$ cat config.mk
export PLATFORM = sky130hd
export DESIGN_NAME = rtc_calendar
export DESIGN_NICKNAME = d
export VERILOG_FILES = /design/src/rtl/rtc_calendar.sv
export SDC_FILE = /design/constraint.sdc
export NUM_CORES = 1
export LEC_CHECK = 0
export ABC_AREA = 1
export BUFFER_PORTS_ARGS = -buffer_cell sky130_fd_sc_hd__buf_2
export CORE_MARGIN = 4
export CORE_UTILIZATION = 30
export CTS_CLUSTER_DIAMETER = 120
export DETAILED_ROUTE_END_ITERATION = 10
export GPL_TIMING_DRIVEN = 0
export PLACE_DENSITY = 0.54
export REMOVE_ABC_BUFFERS = 1
export SYNTH_ARGS = -nofsm -noshare
export SYNTH_HDL_FRONTEND = slang
export SYNTH_SLANG_ARGS = --single-unit
$ cat constraint.sdc
create_clock -name clk -period 7.5 [get_ports clk]
set_clock_uncertainty 0.2 [all_clocks]
set_input_delay 0.375 -clock clk [delete_from_list [all_inputs] [get_ports clk]]
set_output_delay 0.375 -clock clk [all_outputs]
set_load 0.05 [all_outputs]
$ cat src/rtl/rtc_calendar.sv
module rtc_calendar (
  input  logic       clk,
  input  logic       rst_n,
  input  logic       tick_1s,
  input  logic       bcd_mode,
  input  logic       hr12_mode,
  input  logic       wr_en,
  input  logic [3:0] addr,
  input  logic [7:0] wr_data,
  output logic [7:0] rd_data,
  output logic       alarm_evt
);

  logic [7:0] sec_q, min_q, hr_q, dow_q, date_q, mon_q, yr_q;
  logic [7:0] sal_q, mal_q, hal_q;
  logic [7:0] sec_d, min_d, hr_d, dow_d, date_d, mon_d, yr_d;
  logic [7:0] sal_d, mal_d, hal_d;
  logic [7:0] a_sec, a_min, a_hr, a_dow, a_date, a_mon, a_yr;
  logic [7:0] sb, mb, hb, wb, db, mob, yb, mlen;
  logic       c_min, c_hr, c_day, c_mon, c_yr;

  function automatic logic [7:0] dec(input logic [7:0] v, input logic b);
    return b ? ({4'd0, v[7:4]} * 8'd10 + {4'd0, v[3:0]}) : v;
  endfunction

  function automatic logic [7:0] enc(input logic [7:0] n, input logic b);
    logic [7:0] t, o;
    t = n / 8'd10;
    o = n % 8'd10;
    return b ? {t[3:0], o[3:0]} : n;
  endfunction

  function automatic logic [7:0] hr12(input logic pm, input logic [7:0] n, input logic b);
    logic [7:0] e;
    e = enc(n, b);
    return {pm, e[6:0]};
  endfunction

  function automatic logic alm(input logic [7:0] al, input logic [7:0] v);
    return (al[7:6] == 2'b11) || (al == v);
  endfunction

  always_comb begin
    sb  = dec(sec_q, bcd_mode);
    mb  = dec(min_q, bcd_mode);
    hb  = hr12_mode ? dec({1'b0, hr_q[6:0]}, bcd_mode) : dec(hr_q, bcd_mode);
    wb  = dec(dow_q, bcd_mode);
    db  = dec(date_q, bcd_mode);
    mob = dec(mon_q, bcd_mode);
    yb  = dec(yr_q, bcd_mode);

    case (mob)
      8'd2:                      mlen = (yb[1:0] == 2'b00) ? 8'd29 : 8'd28;
      8'd4, 8'd6, 8'd9, 8'd11:   mlen = 8'd30;
      default:                   mlen = 8'd31;
    endcase

    c_min = (sb >= 8'd59);
    a_sec = c_min ? 8'd0 : enc(sb + 8'd1, bcd_mode);

    c_hr  = c_min && (mb >= 8'd59);
    a_min = !c_min ? min_q : (c_hr ? 8'd0 : enc(mb + 8'd1, bcd_mode));

    a_hr  = hr_q;
    c_day = 1'b0;
    if (c_hr) begin
      if (hr12_mode) begin
        if (hb == 8'd11) begin
          a_hr  = hr12(~hr_q[7], 8'd12, bcd_mode);
          c_day = hr_q[7];
        end else if (hb >= 8'd12 || hb == 8'd0) begin
          a_hr = hr12(hr_q[7], 8'd1, bcd_mode);
        end else begin
          a_hr = hr12(hr_q[7], hb + 8'd1, bcd_mode);
        end
      end else if (hb >= 8'd23) begin
        a_hr  = 8'd0;
        c_day = 1'b1;
      end else begin
        a_hr = enc(hb + 8'd1, bcd_mode);
      end
    end

    a_dow = !c_day ? dow_q :
            ((wb >= 8'd7 || wb == 8'd0) ? enc(8'd1, bcd_mode) : enc(wb + 8'd1, bcd_mode));

    c_mon  = c_day && (db >= mlen);
    a_date = !c_day ? date_q : (c_mon ? enc(8'd1, bcd_mode) : enc(db + 8'd1, bcd_mode));

    c_yr  = c_mon && (mob >= 8'd12);
    a_mon = !c_mon ? mon_q : (c_yr ? enc(8'd1, bcd_mode) : enc(mob + 8'd1, bcd_mode));

    a_yr  = !c_yr ? yr_q : ((yb >= 8'd99) ? 8'd0 : enc(yb + 8'd1, bcd_mode));
  end

  assign sec_d  = (wr_en && addr == 4'd0) ? wr_data : (tick_1s ? a_sec  : sec_q);
  assign sal_d  = (wr_en && addr == 4'd1) ? wr_data : sal_q;
  assign min_d  = (wr_en && addr == 4'd2) ? wr_data : (tick_1s ? a_min  : min_q);
  assign mal_d  = (wr_en && addr == 4'd3) ? wr_data : mal_q;
  assign hr_d   = (wr_en && addr == 4'd4) ? wr_data : (tick_1s ? a_hr   : hr_q);
  assign hal_d  = (wr_en && addr == 4'd5) ? wr_data : hal_q;
  assign dow_d  = (wr_en && addr == 4'd6) ? wr_data : (tick_1s ? a_dow  : dow_q);
  assign date_d = (wr_en && addr == 4'd7) ? wr_data : (tick_1s ? a_date : date_q);
  assign mon_d  = (wr_en && addr == 4'd8) ? wr_data : (tick_1s ? a_mon  : mon_q);
  assign yr_d   = (wr_en && addr == 4'd9) ? wr_data : (tick_1s ? a_yr   : yr_q);

  always_ff @(posedge clk) begin
    if (!rst_n) begin
      sec_q     <= 8'h00;
      min_q     <= 8'h00;
      hr_q      <= 8'h00;
      dow_q     <= 8'h01;
      date_q    <= 8'h01;
      mon_q     <= 8'h01;
      yr_q      <= 8'h00;
      sal_q     <= 8'h00;
      mal_q     <= 8'h00;
      hal_q     <= 8'h00;
      alarm_evt <= 1'b0;
    end else begin
      sec_q     <= sec_d;
      min_q     <= min_d;
      hr_q      <= hr_d;
      dow_q     <= dow_d;
      date_q    <= date_d;
      mon_q     <= mon_d;
      yr_q      <= yr_d;
      sal_q     <= sal_d;
      mal_q     <= mal_d;
      hal_q     <= hal_d;
      alarm_evt <= tick_1s && alm(sal_d, sec_d) && alm(mal_d, min_d) && alm(hal_d, hr_d);
    end
  end

  always_comb begin
    case (addr)
      4'd0:    rd_data = sec_q;
      4'd1:    rd_data = sal_q;
      4'd2:    rd_data = min_q;
      4'd3:    rd_data = mal_q;
      4'd4:    rd_data = hr_q;
      4'd5:    rd_data = hal_q;
      4'd6:    rd_data = dow_q;
      4'd7:    rd_data = date_q;
      4'd8:    rd_data = mon_q;
      4'd9:    rd_data = yr_q;
      default: rd_data = 8'h00;
    endcase
  end

endmodule

# Word level (Yosys, flattened, before mapping)
# Index checks and enable logic that the tools add are counted.
# word_totals
ff_bits,81
in_bits,18
output_inout_bits,9
# op_classes
n_addsub,15
multipliers,8
n_div,14
n_lt_le_gt_ge,8
n_eq_ne,21
n_mux,57
n_bitwise,1
n_reduce_logical,38
# op_table
cell,count
two-way mux 8 bit,48
one-hot mux 8 bit (10 select lines),1
"adder 8 x 1 -> 8 bit, second input constant",7
adder 8 x 4 -> 8 bit,7
"divider 8 x 4 -> 8 bit, second input constant",7
"remainder unit 8 x 4 -> 8 bit, second input constant",7
"multiplier 4 x 3 -> 7 bit, second input constant",7
"== test 8 x 4 -> 1 bit, second input constant",3
== test 8 bit,3
"== test 4 x 3 -> 1 bit, second input constant",4
"== test 8 x 3 -> 1 bit, second input constant",2
"greater-or-equal comparator 8 x 4 -> 1 bit, second input constant",2
"greater-or-equal comparator 8 x 6 -> 1 bit, second input constant",2
logical AND 1 bit,16
zero test 8 bit,2
nonzero test 2 bit,8
adder 7 x 4 -> 8 bit,1
"== test 4 x 2 -> 1 bit, second input constant",2
"== test 4 bit, second input constant",2
"== test 8 x 2 -> 1 bit, second input constant",1
"greater-or-equal comparator 8 x 3 -> 1 bit, second input constant",1
greater-or-equal comparator 8 x 5 -> 1 bit,1
"greater-or-equal comparator 8 x 5 -> 1 bit, second input constant",1
"greater-or-equal comparator 8 x 7 -> 1 bit, second input constant",1
13 further kinds,26

# Longest topological paths before layout
# logic_depth
word_depth,16
depth_mapped,48
depth_no_buf,48

# Worst setup path before layout
# Ideal clock, no wire load.
# synth_timing
path_type,register -> register
from,reg sec_q[7]
to,reg alarm_evt
setup_time_ps,66
arrival_time_ps,4743
t_required_ps,7234
path_slack_ps,2491
stages_incl_launch_ff,42
n_path_buf,0
synth_period_minus_slack_ps,5009
cell_sequence,dfxtp_1 ha_1 ha_1 fa_1 nand2_1 or2_2 nand3_1 nand3_1 nand2_1 nand2_1 nand2_1 inv_1 ha_1 nand3_1 nand2_1 nand2_2 nand2_1 nand2_1 [... 6 more ...] nand2_1 nand2_1 nand2_1 nand2_1 inv_1 ha_1 inv_1 a21oi_1 nand2_1 nand2_1 nand3_1 nand3_1 nand2_1 nor2_1 nand3_1 a21oi_1 nand2_1 a21oi_2
# synth_between
elab_chain_len,14
elab_cells_between_ends,28
classes_between,add/sub (2); mul (1); div (2); order compare (1); eq/ne (3); mux (12); reduce/logical (7)
# synth_lines
element,line,source
"start, declared",14,"logic [7:0] sec_q, min_q, hr_q, dow_q, date_q, mon_q, yr_q;"
"start signal, assigned",109,sec_q <= 8'h00;
"start signal, assigned",121,sec_q <= sec_d;
multiplier 4 x 3 -> 7 bit,23,"return b ? ({4'd0, v[7:4]} * 8'd10 + {4'd0, v[3:0]}) : v;"
adder 8 x 4 -> 8 bit,23,
two-way mux 8 bit,23,
adder 8 x 1 -> 8 bit,59,"a_sec = c_min ? 8'd0 : enc(sb + 8'd1, bcd_mode);"
remainder unit 8 x 4 -> 8 bit / divider 8 x 4 -> 8 bit (equally long branches),"29, 28",
two-way mux 8 bit,30,"return b ? {t[3:0], o[3:0]} : n;"
two-way mux 8 bit,59,
two-way mux 8 bit (2 in a row),96,assign sec_d = (wr_en && addr == 4'd0) ? wr_data : (tick_1s ? a_sec : sec_q);
== test 8 bit,40,return (al[7:6] == 2'b11) || (al == v);
logical OR 1 bit,40,
logical AND 1 bit (2 in a row),131,"alarm_evt <= tick_1s && alm(sal_d, sec_d) && alm(mal_d, min_d) && alm(hal_d, hr_d);"
logical AND 1 bit *,131,
"end signal, assigned",131,
"end, declared",11,output logic alarm_evt
# Every way passes the cells marked *; elsewhere a longest branch is shown, timed or not.
# A chain may end at the register's enable or synchronous reset.

# Worst setup path after layout
# layout_timing
from,in bcd_mode
to,reg alarm_evt
# layout_between
elab_chain_len,14
elab_cells_between_ends,49
classes_between,add/sub (3); div (6); order compare (4); eq/ne (4); mux (23); reduce/logical (9)
# layout_lines
element,line,source
"start, declared",5,"input logic bcd_mode,"
two-way mux 8 bit,23,
two-way mux 8 bit,46,"hb = hr12_mode ? dec({1'b0, hr_q[6:0]}, bcd_mode) : dec(hr_q, bcd_mode);"
adder 8 x 1 -> 8 bit,"74, 80",
remainder unit 8 x 4 -> 8 bit / divider 8 x 4 -> 8 bit (equally long branches),"29, 28",
two-way mux 8 bit,30,
two-way mux 7 bit,71,end else if (hb >= 8'd12 || hb == 8'd0) begin
two-way mux 8 bit,68,if (hb == 8'd11) begin
two-way mux 8 bit,67,if (hr12_mode) begin
two-way mux 8 bit,66,if (c_hr) begin
two-way mux 8 bit (2 in a row),100,assign hr_d = (wr_en && addr == 4'd4) ? wr_data : (tick_1s ? a_hr : hr_q);
== test 8 bit,40,
logical OR 1 bit,40,
logical AND 1 bit *,131,
# Marked as above.

==> reports/metrics.yaml <==
outcome: "finished clean"
p_switching_mw: 0.653
post-cts-setup-buffer-count: 0
finalMaxSlewViolations: 0
count_of_hold_buffers_inserted_by_post_cts_repair: 0
power.density_cell_area_nw_per_um2: 127
io_buffers: 26
power.share.sequential_pct: 28.7
setup.reg_to_reg.worst_slack_ps: 1620
synth.top_cell.area_share_pct: 17.3
cts_tree: "done"
row_count: 72
grt-ovfl-total: 0
yosys.cell_types.count: 63
drive_gt1_share_pct: 10.0
report.final.setup_viol: 0
yosys-top-cells-area: "sky130_fd_sc_hd__nand2_1 (17%), sky130_fd_sc_hd__dfxtp_1 (14%), sky130_fd_sc_hd__inv_1 (10%), sky130_fd_sc_hd__ha_1 (9.5%), sky130_fd_sc_hd__nand3_1 (7.1%)"
drt.antenna.violating_nets: 0
cp_common_cell: "sky130_fd_sc_hd__nand2_1"
n_antenna_cell: 0
hold_path_depth: 2
die_area_um2: 42400
crit-reg2reg-capture: "alarm_evt"
cp-end-kind: "flip-flop"
core_area_um2: 38600
antenna_found_initial: 0
drt_iter0_drc: 801
synthesis.yosys.warnings: 0
post-route-cell-area_um2: 12700
synthesis.instances: 2002
routed_wirelength_normalized_by_instance_count_um: 13.7
synth_flop_cell: "sky130_fd_sc_hd__dfxtp_1"
register_bit_count_reported_by_yosys: 81
worst_r2r_startpoint: "min_q[7]"
crit_path_max_fo: 64
worst-endpoint-required_ps: 7570
comb_power_share_pct: 42.0
timing.fmax_mhz: 168
final-hold-violation-count: 0
hold_path_startpoint: "rst_n"
clkTransAtPathRegs_ps: 60
switching_share_pct: 40.5
crit_path_max_delay_cell_type: "sky130_fd_sc_hd__inv_2"
gp_congestion: 0.888
initial_util_pct: 30.4
grt_max_degree: 65
postPlaceCellArea_um2: 12400
finish.net_count: 2128
fin_util_pct: 32.9
first_global_vias: 11600
worst-setup-path-type: "primary input to flip-flop"
worstHoldPathType: "primary input to flip-flop"
drt_wl_total_um: 34700
int_pwr_mw: 0.959
slew-limit-headroom_pct: 15.8
grt_pass1_wl_um: 57000
async_flop_share_pct: 0
worst_pin_slew_ps: 1260
synthesis.area_per_instance_um2: 5.87
cp_slowest_stage_delay_ps: 530
synthToLayoutAreaGrowth_pct: 8.08
post-dp-hpwl_um: 27800
cap_violations: 0
synth-seq-area-share_pct: 13.8
route.detailed.vias_per_inst: 4.86
worstPathArrival_ps: 6020
synth_enable_flop_cells: 0
rsz0062_at_grt: "false"
layout.filler_cells: 4341
finalWorstPathRequiredPeriod_ps: 5960
peakVddDrop_mv: 0.0884
drc: 0
clk_root_buffer_cell: "sky130_fd_sc_hd__clkbuf_16"
top_level_ports: 27
cts.htree.levels: 3
post_cts_resized: 0
die_width_um: 206
rr_worst_depth: 41
num_vias: 12300
synth_top_area_cell: "sky130_fd_sc_hd__nand2_1"
grt_usage_pct: 16.3
tritoncts.num_buffers: 9
critical_path.startpoint_type: "primary input"
holdPathEnd: "date_q[0]"
fp.dieH_um: 206
clkLatencyLatePin_ps: 340
tritoncts_num_sinks: 81
leakagePower_nw: 6.48
firstDrtPassIters: 6
power.clock.fraction_pct: 29.3
max-clock-path-buffers: 2
netlist_area_um2: 11800
layout_worst_path_cycle_share_pct: 79.4
[critical path: cells and delay by family]
family	cells	cell delay, ps
adders and majority gates	2	460
AOI/OAI and AO/OA	3	560
buffers and inverters	6	1540
and+or+nand+nor	29	3040
[worst max-delay path by stage]
stage	from	endpoint
after floorplan	sec_q[7]	alarm_evt
after global placement	bcd_mode	alarm_evt
after detailed placement	bcd_mode	alarm_evt
after CTS	bcd_mode	alarm_evt
after global routing	bcd_mode	alarm_evt
final	bcd_mode	alarm_evt
[Yosys cell counts (5+ instances only)]
| cell type | instances |
|---|---|
| sky130_fd_sc_hd__nor2_1 | 188 |
| sky130_fd_sc_hd__or2_2 | 12 |
| sky130_fd_sc_hd__nand2_2 | 49 |
| sky130_fd_sc_hd__xor2_1 | 36 |
| sky130_fd_sc_hd__o211ai_1 | 10 |
| sky130_fd_sc_hd__clkinv_1 | 5 |
| sky130_fd_sc_hd__fa_1 | 14 |
| sky130_fd_sc_hd__dfxtp_1 | 81 |
| sky130_fd_sc_hd__inv_2 | 23 |
| sky130_fd_sc_hd__nand3b_1 | 12 |
| sky130_fd_sc_hd__inv_1 | 314 |
| sky130_fd_sc_hd__o21ai_0 | 72 |
| sky130_fd_sc_hd__o2111ai_1 | 8 |
| sky130_fd_sc_hd__nand2_1 | 543 |
| sky130_fd_sc_hd__nor2_2 | 5 |
| sky130_fd_sc_hd__a21oi_1 | 92 |
| sky130_fd_sc_hd__xnor2_1 | 19 |
| sky130_fd_sc_hd__nor3_1 | 7 |
| sky130_fd_sc_hd__nand3_2 | 24 |
| sky130_fd_sc_hd__a31oi_1 | 22 |
| sky130_fd_sc_hd__ha_1 | 89 |
| sky130_fd_sc_hd__clkbuf_1 | 17 |
| sky130_fd_sc_hd__buf_2 | 8 |
| sky130_fd_sc_hd__a221oi_1 | 12 |
| sky130_fd_sc_hd__o22ai_1 | 27 |
| sky130_fd_sc_hd__o21ai_1 | 29 |
| sky130_fd_sc_hd__nand3_1 | 167 |
| sky130_fd_sc_hd__o21ai_2 | 21 |
| sky130_fd_sc_hd__nand4_1 | 32 |
[state kept, by name, summed over array words and instances, names as in the netlist, 8 cells and up]
name,count
date_q,8
dow_q,8
hal_q,8
hr_q,8
mal_q,8
min_q,8
mon_q,8
sal_q,8
sec_q,8
yr_q,8
[stage by stage]
step | instances | power (mW) | hold slack, ps | setup slack, ps | TNS [ps]
2_1_floorplan | 1968 | 0.993 | 245 | 2480 | 0
3_3_place_gp | 2512 | 1.14 | 310 | -303 | -303
3_5_place_dp | 2514 | 1.15 | 322 | 1190 | 0
4_1_cts | 2529 | 1.62 | 120 | 1540 | 0
5_1_grt | 2529 | 1.75 | 126 | 879 | 0
6_report | 2529 | 1.61 | 124 | 1540 | 0
[cell type report]
cell class              count  area [um^2]  area share, %
clock buffers              13          280           2.21
clock inverters             2         35.0          0.276
inverters                 344         1290           10.2
multi-input cells        1543         8640           68.0
flip-flops and latches     81         1620           12.8
well taps                 518          648           5.10
repair buffers             28          180           1.42
[kinds of logic (layout without fill, tap and decap cells)]
group,after synthesis,count (layout),synth area share (%)
AO/OA/AOI/OAI,321,321,16.7
buffers and inverters,378,387,12.7
AND/OR/NAND/NOR,1059,1059,40.3
multiplexers,1,1,0.0852
XOR/XNOR,59,59,4.65
adder cells (fa/ha/maj),103,103,11.9
flip-flops,81,81,13.8
[power groups by stage]
stage | registers [mW] | logic [mW] | clock network (mW)
2_1_floorplan | 0.465 | 0.528 | 0
3_3_place_gp | 0.472 | 0.663 | 0
3_5_place_dp | 0.472 | 0.678 | 0
4_1_cts | 0.463 | 0.681 | 0.476
5_1_grt | 0.464 | 0.788 | 0.494
6_report | 0.463 | 0.677 | 0.473
[cell usage in the layout, fill, tap and decap left out, drive strengths merged, types with 2 or more instances in the layout]
cell type,synthesis,final
nand3,191,191
xor2,39,39
clkinv,6,7
or2,14,14
fa,14,14
a31oi,23,23
o31ai,3,3
buf,17,28
nand3b,12,12
nand2b,2,2
o22ai,27,27
nand4,34,34
nor4,5,5
o2111ai,8,8
a21o,3,3
a22oi,3,3
xnor2,20,20
ha,89,89
a221oi,12,12
inv,338,338
and2,2,2
o221ai,3,3
o21a,3,3
o211ai,10,10
clkbuf,17,13
dfxtp,81,81
nand2,596,596
a21oi,97,97
o21ai,123,123
nor2,195,195
nor3,7,7
[routing by layer]
layer  vias to the layer above  global-route usage, %  routed length (um)
met5                         -                      0                   0
met4                         0                   4.59                 933
met3                        50                   1.66                1490
met2                       201                   27.8               16000
met1                      5543                   21.9               16300
li1                       6508                      -                   -
Note: power is estimated with default switching activity, not from simulation.
